$ cat config.mk
export PLATFORM = sky130hd
export DESIGN_NAME = rx_err_monitor
export DESIGN_NICKNAME = d
export VERILOG_FILES = /design/src/rtl/rxerr_pkg.sv /design/src/rtl/rxerr_flags.sv /design/src/rtl/rxerr_counter.sv /design/src/rtl/rxerr_capture.sv /design/src/rtl/rx_err_monitor.sv
export SDC_FILE = /design/constraint.sdc
export NUM_CORES = 1
export LEC_CHECK = 0
export ABC_AREA = 1
export ABC_CLOCK_PERIOD_IN_PS = 2100
export BUFFER_PORTS_ARGS = -buffer_cell sky130_fd_sc_hd__buf_2
export CAP_MARGIN = 25
export CORE_UTILIZATION = 50
export DETAILED_ROUTE_END_ITERATION = 6
export PLACE_DENSITY = 0.71
export SYNTH_ARGS = -nofsm -noshare
export SYNTH_HDL_FRONTEND = slang
export SYNTH_SLANG_ARGS = --single-unit
$ cat constraint.sdc
create_clock -name clk -period 2.1 [get_ports clk]
set_input_delay 0.105 -clock clk [delete_from_list [all_inputs] [get_ports clk]]
set_output_delay 0.105 -clock clk [all_outputs]
set_load 0.01 [all_outputs]
$ cat src/rtl/rxerr_pkg.sv
package rxerr_pkg;
  localparam int REG_W    = 16;
  localparam int OFF_W    = 6;
  localparam int N_KIND   = 7;
  localparam int N_MISC   = 5;
  localparam int N_CNT    = 3;
  localparam int N_FLAG   = N_KIND + N_CNT;
  localparam int FLAG_LSB = 5;
  localparam int CTRL_W   = N_MISC + 1;
  localparam int TEST_BIT = N_MISC;

  localparam int K_URUN = 5;
  localparam int K_ORUN = 6;

  localparam logic [OFF_W-1:0] OFF_CTRL = 6'h00;
  localparam logic [OFF_W-1:0] OFF_STAT = 6'h02;
  localparam logic [OFF_W-1:0] OFF_ID   = 6'h10;

  typedef enum logic [1:0] {CNT_MISC = 2'd0, CNT_URUN = 2'd1, CNT_ORUN = 2'd2} cnt_sel_e;

  function automatic logic [OFF_W-1:0] cnt_off(input int k);
    return OFF_W'(8'h12 + 8'(k) * 8'h10);
  endfunction
endpackage

$ cat src/rtl/rxerr_flags.sv
module rxerr_flags #(
  parameter int N = 10
) (
  input  logic         clk,
  input  logic         rst_n,
  input  logic [N-1:0] set_i,
  input  logic [N-1:0] clr_i,
  input  logic         sum_clr_i,
  output logic [N-1:0] flags_o,
  output logic         sum_o
);
  logic [N-1:0] flag_q, flag_d;
  logic         sum_q, sum_d;

  always_comb begin
    flag_d = set_i | (flag_q & ~clr_i);
    sum_d  = (sum_q & ~sum_clr_i) | (|flag_d);
  end

  always_ff @(posedge clk or negedge rst_n) begin
    if (!rst_n) begin
      flag_q <= '0;
      sum_q  <= 1'b0;
    end else begin
      flag_q <= flag_d;
      sum_q  <= sum_d;
    end
  end

  assign flags_o = flag_q;
  assign sum_o   = sum_q;

  assert_event_sets_R2: assert property (@(posedge clk) disable iff (!rst_n)
    (set_i != '0) |=> ((flag_q & $past(set_i)) == $past(set_i)));

  assert_flag_sticky_R3: assert property (@(posedge clk) disable iff (!rst_n)
    ((flag_q & ~clr_i) != '0) |=> ((flag_q & $past(flag_q & ~clr_i)) == $past(flag_q & ~clr_i)));

  assert_summary_covers_R4: assert property (@(posedge clk) disable iff (!rst_n)
    (flag_q != '0) |-> sum_q);
endmodule

$ cat src/rtl/rxerr_counter.sv
module rxerr_counter #(
  parameter int W = 16
) (
  input  logic         clk,
  input  logic         rst_n,
  input  logic         inc_i,
  input  logic         wr_i,
  input  logic [W-1:0] wdata_i,
  output logic [W-1:0] cnt_o,
  output logic         wrap_o
);
  logic [W-1:0] cnt_q;
  logic         step;

  assign step   = inc_i & ~wr_i;
  assign wrap_o = step & (&cnt_q);

  always_ff @(posedge clk or negedge rst_n) begin
    if (!rst_n)    cnt_q <= '0;
    else if (wr_i) cnt_q <= wdata_i;
    else if (step) cnt_q <= cnt_q + 1'b1;
  end

  assign cnt_o = cnt_q;

  assert_single_step_R5: assert property (@(posedge clk) disable iff (!rst_n)
    (inc_i && !wr_i) |=> (cnt_q == W'($past(cnt_q) + 1'b1)));

  assert_write_wins_R10: assert property (@(posedge clk) disable iff (!rst_n)
    wr_i |=> (cnt_q == $past(wdata_i)));

  assert_idle_holds_R12: assert property (@(posedge clk) disable iff (!rst_n)
    (!inc_i && !wr_i) |=> $stable(cnt_q));
endmodule

$ cat src/rtl/rxerr_capture.sv
module rxerr_capture #(
  parameter int W = 16
) (
  input  logic         clk,
  input  logic         rst_n,
  input  logic         load_i,
  input  logic [W-1:0] load_val_i,
  input  logic         wr_i,
  input  logic [W-1:0] wdata_i,
  output logic [W-1:0] val_o
);
  logic [W-1:0] val_q;

  always_ff @(posedge clk or negedge rst_n) begin
    if (!rst_n)      val_q <= '0;
    else if (wr_i)   val_q <= wdata_i;
    else if (load_i) val_q <= load_val_i;
  end

  assign val_o = val_q;

  assert_id_holds_R7: assert property (@(posedge clk) disable iff (!rst_n)
    (!load_i && !wr_i) |=> $stable(val_q));

  assert_id_loads_R7: assert property (@(posedge clk) disable iff (!rst_n)
    (load_i && !wr_i) |=> (val_q == $past(load_val_i)));
endmodule

$ cat src/rtl/rx_err_monitor.sv
module rx_err_monitor
  import rxerr_pkg::*;
#(
  parameter int EVADDR_W = 20
) (
  input  logic                clk,
  input  logic                rst_n,
  input  logic                ev_valid,
  output logic                ev_ready,
  input  logic [N_KIND-1:0]   ev_kind,
  input  logic [EVADDR_W-1:0] ev_addr,
  input  logic                reg_we,
  input  logic [OFF_W-1:0]    reg_addr,
  input  logic [REG_W-1:0]    reg_wdata,
  output logic [REG_W-1:0]    reg_rdata
);
  localparam int ID_LSB = EVADDR_W - REG_W;

  logic [CTRL_W-1:0] ctrl_q;
  logic [N_KIND-1:0] kind_hit;
  logic              misc_hit;
  logic [N_CNT-1:0]  cnt_inc, cnt_wr, cnt_wrap;
  logic [REG_W-1:0]  cnt_val [N_CNT];
  logic [N_FLAG-1:0] flag_set, flag_clr, flags;
  logic              summary;
  logic              stat_wr, id_wr;
  logic [REG_W-1:0]  id_val;
  logic [REG_W-1:0]  rd_mux;
  logic              unused_addr_low;

  assign ev_ready        = 1'b1;
  assign unused_addr_low = ^ev_addr[ID_LSB-1:0];

  // control register
  always_ff @(posedge clk or negedge rst_n) begin
    if (!rst_n)                              ctrl_q <= '0;
    else if (reg_we && reg_addr == OFF_CTRL) ctrl_q <= reg_wdata[CTRL_W-1:0];
  end

  // event qualification
  assign kind_hit = ev_kind & {N_KIND{ev_valid & ev_ready}};
  assign misc_hit = (|(kind_hit[N_MISC-1:0] & ctrl_q[N_MISC-1:0]))
                  | (ev_valid & ctrl_q[TEST_BIT]);

  assign cnt_inc[CNT_MISC] = misc_hit;
  assign cnt_inc[CNT_URUN] = kind_hit[K_URUN];
  assign cnt_inc[CNT_ORUN] = kind_hit[K_ORUN];

  // event counters
  for (genvar k = 0; k < N_CNT; k++) begin : g_cnt
    assign cnt_wr[k] = reg_we && (reg_addr == cnt_off(k));
    rxerr_counter #(.W(REG_W)) u_cnt (
      .clk     (clk),
      .rst_n   (rst_n),
      .inc_i   (cnt_inc[k]),
      .wr_i    (cnt_wr[k]),
      .wdata_i (reg_wdata),
      .cnt_o   (cnt_val[k]),
      .wrap_o  (cnt_wrap[k])
    );

    assert_wrap_flagged_R9: assert property (@(posedge clk) disable iff (!rst_n)
      cnt_wrap[k] |=> (flags[N_KIND+k] && summary));
  end

  // event ID capture
  assign id_wr = reg_we && reg_addr == OFF_ID;

  rxerr_capture #(.W(REG_W)) u_id (
    .clk        (clk),
    .rst_n      (rst_n),
    .load_i     (misc_hit),
    .load_val_i (ev_addr[EVADDR_W-1:ID_LSB]),
    .wr_i       (id_wr),
    .wdata_i    (reg_wdata),
    .val_o      (id_val)
  );

  // status flags
  assign stat_wr  = reg_we && reg_addr == OFF_STAT;
  assign flag_set = {cnt_wrap, kind_hit};
  assign flag_clr = stat_wr ? reg_wdata[FLAG_LSB +: N_FLAG] : '0;

  rxerr_flags #(.N(N_FLAG)) u_flags (
    .clk       (clk),
    .rst_n     (rst_n),
    .set_i     (flag_set),
    .clr_i     (flag_clr),
    .sum_clr_i (stat_wr & reg_wdata[REG_W-1]),
    .flags_o   (flags),
    .sum_o     (summary)
  );

  // registered read port
  always_comb begin
    rd_mux = '0;
    unique case (reg_addr)
      OFF_CTRL:   rd_mux = REG_W'(ctrl_q);
      OFF_STAT:   rd_mux = {summary, flags, {FLAG_LSB{1'b0}}};
      OFF_ID:     rd_mux = id_val;
      cnt_off(0): rd_mux = cnt_val[0];
      cnt_off(1): rd_mux = cnt_val[1];
      cnt_off(2): rd_mux = cnt_val[2];
      default:    rd_mux = '0;
    endcase
  end

  always_ff @(posedge clk or negedge rst_n) begin
    if (!rst_n) reg_rdata <= '0;
    else        reg_rdata <= rd_mux;
  end

  assert_unselected_quiet_R5: assert property (@(posedge clk) disable iff (!rst_n)
    (ev_valid && !ctrl_q[TEST_BIT] && ((ev_kind[N_MISC-1:0] & ctrl_q[N_MISC-1:0]) == '0)
      && !cnt_wr[CNT_MISC]) |=> $stable(cnt_val[CNT_MISC]));

  assert_test_counts_R6: assert property (@(posedge clk) disable iff (!rst_n)
    (ev_valid && ctrl_q[TEST_BIT] && !cnt_wr[CNT_MISC])
      |=> (cnt_val[CNT_MISC] == REG_W'($past(cnt_val[CNT_MISC]) + 1'b1)));

  assert_ready_high_R12: assert property (@(posedge clk) disable iff (!rst_n) ev_ready);
endmodule

==> results.ini, run 1 <==
[flow_run]
cap_violations = 0

[global_routing]
grt_pass1_vias = 5228
overflow = 0
grt_max_degree = 98
grt_pass1_wl_um = 27500
antenna_found_initial = 0
track_usage = 0.326

[clocking]
cts_root_buffer = clkbuf_8
h-tree-depth = 3
cts.sinks = 97
max-clock-path-buffers = 2
worstSkewPairLatency_ns = 0.38
cts_tree = built
clk_pin_slew_ns = 0.09
cts.repair.resized = 0
cts_buffers = 9

[timing]
worst_pin_slew_ns = 0.555
finalCritPeriodShare = 0.834
fin_tns_setup_ns = 0
drv_slew = 0
finClkSkew_ns = 0.0100
fmax_ghz = 0.571
rsz0062_at_grt = no
finalSetupViolations = 0
period_minus_slack_ns = 1.75
hold_viol = 0
max_slew_margin = 0.630

[detailed_routing]
vias_per_cell = 5.85
drtIter0Drc = 497
drc_errors = 0
drt_wl_total_um = 17200
vias = 5364
dr.pass1.iters = 5
ant_nets = 0
wire_per_inst_um = 18.8

[hold_path]
hold_path_class = in -> reg

[final_layout]
final_cell_count_no_fill = 917
fin_area_um2 = 6210
synthToLayoutAreaGrowth_pct = 14.5
fin_util = 0.596
drive_gt1_frac = 0.151
antenna_cells = 0
n_fill_cell = 958
finalNetCount = 832

[power_and_ir_drop]
p_sw_frac = 0.377
seqPwrFrac = 0.533
p_comb_frac = 0.265
p_sw_uw = 2040
power.total_uw = 5400
power.density_nw_per_um2 = 869
leakage_uw = 0.00292
p_clk_frac = 0.202
p_int_uw = 3360
peakVddDrop_v = 0.000552

[worst_setup_path]
required_ns = 2.41
critPathMaxStageDelay_ns = 0.42
critical_path_class = reg -> reg
crit_slowest_cell = dfrtp_1
end_kind = flop
cp-start-kind = flop
crit_fanout = 5
crit_chain = ha_1 > nand3_1 > nor2_1 > nand2_1 > nor2_1 > nand3_1 > nand2_1 > nor2_1 > nand2_1
cp.arrival_ns = 2.06

[place]
routabilityCongestion = 0.986
hpwl_um = 13100
place_inst = 890
io_buffers = 64
dpl_cell_area_um2 = 5940

[logic_synthesis]
synthCells = 693
synth_seq_area_share = 0.448
syn-num-nets = 749
postSynthAreaPerCell_um2 = 7.82
ys_ff_latch = 97
yosysUniqueCellTypes = 39
yosys_warnings = 0
syn_area_um2 = 5420

[die]
die_y_um = 106
rows = 37
pin_count = 70
dieArea_um2 = 11300
die_w_um = 106
initial_core_util = 0.521
core_um2 = 10400

[status]
status = completed

==> cell type report <==
| type | count | area (um^2) | area share |
|---|---|---|---|
| Multi-Input combinational cell | 500 | 2600 | 0.419 |
| Timing Repair Buffer | 91 | 566 | 0.0911 |
| Clock inverter | 4 | 20.0 | 0.00322 |
| Clock buffer | 12 | 135 | 0.0218 |
| Inverter | 77 | 289 | 0.0465 |
| Sequential cell | 97 | 2430 | 0.391 |
| Tap cell | 136 | 170 | 0.0274 |
==> layer usage <==
metal / track usage / up-vias / wire length, um
met5: 0 / - / 0
met4: 0.127 / 0 / 401
met3: 0.0711 / 27 / 1770
met2: 0.513 / 282 / 8020
met1: 0.440 / 2597 / 7050
li1: - / 2458 / -
==> through the flow <==
step                hold WS [ns]  setup slack [ns]
floorplan                 -0.191             0.602
global placement           0.208             0.429
detailed placement         0.211             0.401
CTS                      0.00228             0.408
global route              0.0273             0.231
finish                    0.0223             0.348
==> final timing paths <==
check / from / end / slack, ns / cells past startpoint
setup / recovery: g_cnt[2].u_cnt.cnt_o[0]$_DFFE_PN0P_ / u_flags.sum_o$_DFF_PN0_ / 0.35 / 9
hold / removal: ev_addr[9] / u_id.val_o[5]$_DFFE_PN0P_ / 0.02 / 3
setup reg to reg: g_cnt[2].u_cnt.cnt_o[0]$_DFFE_PN0P_ / u_flags.sum_o$_DFF_PN0_ / 0.35 / 9
hold reg to reg: ctrl_q[0]$_DFFE_PN0P_ / ctrl_q[0]$_DFFE_PN0P_ / 0.50 / 2
max in group asynchronous: rst_n / reg_rdata[9]$_DFF_PN0_ / 1.37 / 3
min in group asynchronous: rst_n / g_cnt[1].u_cnt.cnt_o[0]$_DFFE_PN0P_ / 0.33 / 3
==> worst max-delay path: cells and delay by family, from the launching register on <==
kind / cells / cell delay [ns]
simple gates: 8 / 1.07
flops: 1 / 0.42
fa+ha+maj: 1 / 0.19
==> repair_timing <==
action | CTS | global route
hold endpoints to repair | 107 | 0
hold buffers | 11 | 0
buffers inserted | 0 | 0
endpoints found under the setup margin | 0 | 0
==> cell usage after synthesis, drive strengths merged <==
cell     number  area (um^2)
clkinv        1         3.75
conb          1         3.75
a21o          1         7.51
o2111ai      10         87.6
nand3        37          190
nor3          9         50.1
nand2       196          751
inv          76          285
xor2         30          263
ha            3         37.5
o221ai       14          123
o22ai         7         50.1
dfrtp        97         2430
o21bai        2         15.0
clkbuf        4         15.0
a21oi        15         75.1
a22oi        16          120
nand3b        1         7.51
buf          15         88.8
nand4        11         68.8
o21ai        41          205
nor2         80          345
a21boi        1         7.51
xnor2         6         52.6
a211o         1         8.76
a211oi        1         7.51
nor4          1         6.26
o211ai       16          120
==> power groups by stage <==
stage	logic (uW)	registers [uW]	clock network [uW]
6_report	1430	2880	1090
4_1_cts	1420	2860	1100
3_5_place_dp	1400	2890	0
5_1_grt	1620	2940	1160
2_1_floorplan	1020	2740	0
3_3_place_gp	1340	2870	0
==> placed cells by master (no fill, tap or decap), drive strengths merged, types with 16 or more instances in the layout <==
| cell | count |
|---|---|
| buf | 80 |
| nand2 | 196 |
| o211ai | 16 |
| inv | 76 |
| a22oi | 16 |
| o21ai | 41 |
| xor2 | 30 |
| nand3 | 37 |
| dfrtp | 97 |
| nor2 | 80 |
==> registers in the layout, summed over array words and instances (netlist names) <==
| name | count |
|---|---|
| ctrl_q | 6 |
| g_cnt.u_cnt.cnt_o | 48 |
| reg_rdata | 16 |
| u_flags.flags_o | 10 |
| u_id.val_o | 16 |
| u_flags.sum_o | 1 |
==> kinds of logic after synthesis <==
group / count (synthesis) / share of synthesized area
AO/OA/AOI/OAI: 125 / 0.153
XOR/XNOR: 36 / 0.0581
adder cells (fa/ha/maj): 3 / 0.00692
buffers and inverters: 96 / 0.0724
flip-flops: 97 / 0.448
other: 1 / 0.000692
AND/OR/NAND/NOR: 335 / 0.262
Power figures use the tool's default switching activity.
==> inputs of run 2 (changes only) <==
--- a/config.mk
+++ b/config.mk
@@ -5,8 +5,8 @@
 export SDC_FILE = /design/constraint.sdc
 export NUM_CORES = 1
 export LEC_CHECK = 0
-export ABC_AREA = 1
-export ABC_CLOCK_PERIOD_IN_PS = 2100
+export ABC_AREA = 0
+export ABC_CLOCK_PERIOD_IN_PS = 1800
 export BUFFER_PORTS_ARGS = -buffer_cell sky130_fd_sc_hd__buf_2
 export CAP_MARGIN = 25
 export CORE_UTILIZATION = 50
==> constraint.sdc (replaced) <==
create_clock -name clk -period 1.8 [get_ports clk]
set_input_delay 0.09 -clock clk [delete_from_list [all_inputs] [get_ports clk]]
set_output_delay 0.09 -clock clk [all_outputs]
set_load 0.01 [all_outputs]
==> results.ini, run 2 <==
[logic_synthesis]
yosysTopAreaCellShare = 0.473
yosysUniqueCellTypes = 50
syn_area_um2 = 5130
ys_ff_latch = 97
synth-simple-area-share = 0.175
synth_compound_area_frac = 0.172
synthAdderAreaFrac = 0.00731
synthFlopType = dfrtp_1
yosys.area_share.xor_xnor = 0.0768
synthTopCellsByCount = 97 x dfrtp_1, 66 x nand2_1, 49 x o21ai_0
synth.most_common_cell = dfrtp_1
synthArstFlopShare = 1.00
synth_edf_count = 0
synthTopCellsByArea = dfrtp_1 47%, nand2_1 4.8%, o21ai_0 4.8%
yosys_warnings = 0
synth_top_family_by_area = simple AND/OR/NAND/NOR gates
synth_mux_area_frac = 0.0631
synth_seq_area_share = 0.473
yosys.area.top_type = dfrtp_1
postSynthAreaPerCell_um2 = 9.72
syn-num-nets = 584
synthCells = 528

[timing]
worst_pin_slew_ns = 0.579
finalSetupViolations = 1
layout_setup_ws_ns = -0.0943
max_slew_margin = 0.614
finalCritPeriodShare = 1.05
drv_slew = 0
rsz0062_at_grt = yes
period_minus_slack_ns = 1.89
fin_tns_setup_ns = -0.0943
hold_viol = 0
fmax_ghz = 0.528
finClkSkew_ns = 0.0125
hold_slack_ns = 0.0107

[final_layout]
layout_commonest_cell = dfrtp_1
antenna_cells = 0
largest_reg_flops = 48
synthToLayoutAreaGrowth_pct = 23.3
mostFrequentLayoutCells = 97 x dfrtp_1, 66 x nand2_1, 63 x buf_2, 60 x buf_4, 49 x o21ai_0
finalNetCount = 694
final_cell_count_no_fill = 776
fin_util = 0.642
drive_gt1_frac = 0.257

[die]
die_w_um = 103
core_um2 = 9860
rows = 36
dieArea_um2 = 10700
initial_core_util = 0.520
die_y_um = 103
pin_count = 70

[worst_setup_path]
crit_chain = a22o_1 > o31ai_4 > nor3_2 > a41o_1 > or4_1
crit_slowest_cell = or4_1
cp-start-kind = flop
required_ns = 2.04
critPathMaxStageDelay_ns = 0.51
end_kind = flop
critical_path_class = reg -> reg
crit_fanout = 2
cp.arrival_ns = 2.13

[detailed_routing]
vias = 4648
drc_errors = 1
drtIter0Drc = 364
dr.pass1.iters = 7
vias_per_cell = 5.99
ant_nets = 0
wire_per_inst_um = 18.9
drt_wl_total_um = 14700

[clocking]
worstSkewPairLatency_ns = 0.37
cts_buffers = 9
clk_pin_slew_ns = 0.10
max-clock-path-buffers = 2
cts_root_buffer = clkbuf_8
cts.sinks = 97
h-tree-depth = 3
cts_tree = built

[status]
status = complete, but fails checks
violations = design-rule violations, negative setup slack

[hold_path]
hold_path_class = in -> reg

[global_routing]
grt_max_degree = 41
grt_pass1_wl_um = 23400
grt_pass1_vias = 4549
antenna_found_initial = 0
track_usage = 0.298
overflow = 0

[place]
place_inst = 753
routabilityCongestion = 0.962
io_buffers = 64
hpwl_um = 10800

[flow_run]
cap_violations = 0

[power_and_ir_drop]
power.density_nw_per_um2 = 982
leakage_uw = 0.00275
peakVddDrop_v = 0.000525

-- run 2: per-layer routing --
metal	global-route usage	share of wire	vias up
met1	0.398	0.44	2264
met3	0.0289	0.054	32
met2	0.483	0.47	202
met4	0.160	0.037	0
li1	-	-	2150
met5	0	0	-
-- run 2: kinds of logic after synthesis --
family	after synthesis
multiplexers	31
buffers and inverters	41
adder cells (fa/ha/maj)	3
other	1
flip-flops	97
XOR/XNOR	45
AND/OR/NAND/NOR	176
AO/OA/AOI/OAI	134
-- run 2: what timing repair did --
action                                 CTS  global route
setup buffers                            1             1
gates resized for setup                  2             2
setup endpoints to repair                1             9
pin swaps                                3             3
hold buffers                             5             0
endpoints found under the hold margin   42             0
-- run 2: power breakdown --
part / switching (uW) / internal (uW) / total [uW]
sequential: 436 / 2690 / 3120
combinational: 833 / 820 / 1650
clock: 759 / 676 / 1440
-- run 2: path summary, 6_finish.rpt --
path	cells after the start	end	slack [ns]	startpoint
worst max-delay path	5	u_flags.sum_o$_DFF_PN0_	-0.09	ctrl_q[1]$_DFFE_PN0P_
worst min-delay path	3	u_id.val_o[9]$_DFFE_PN0P_	0.01	ev_addr[13]
worst max register to register	5	u_flags.sum_o$_DFF_PN0_	-0.09	ctrl_q[1]$_DFFE_PN0P_
worst min register to register	1	u_flags.flags_o[0]$_DFF_PN0_	0.54	u_flags.flags_o[0]$_DFF_PN0_
max in group asynchronous	3	u_flags.flags_o[8]$_DFF_PN0_	0.91	rst_n
min in group asynchronous	2	u_id.val_o[11]$_DFFE_PN0P_	0.24	rst_n
-- run 2: stage by stage --
stage               setup WS (ns)  total power (uW)  cell area, um^2
finish                    -0.0943              6210             6330
global placement          -0.0700              4710             6040
floorplan                0.000788              3990             5160
CTS                       -0.0478              6220             6300
detailed placement         -0.126              4770             6040
global route               -0.137              6580             6330
-- run 2: area by class of cell --
| cell class | instances | area, um^2 |
|---|---|---|
| Clock buffer | 11 | 141 |
| Inverter | 7 | 26.3 |
| Tap cell | 133 | 166 |
| Sequential cell | 97 | 2430 |
| Timing Repair Buffer | 133 | 916 |
| Fill cell | 805 | 3540 |
| Multi-Input combinational cell | 390 | 2600 |
| Clock inverter | 5 | 55.1 |
-- run 2: worst max-delay path: cells and delay by family, from the launching register on --
family,cells,cell delay [ns]
DFF,1,0.40
and+or+nand+nor,2,0.63
AOI/OAI and AO/OA,3,0.73
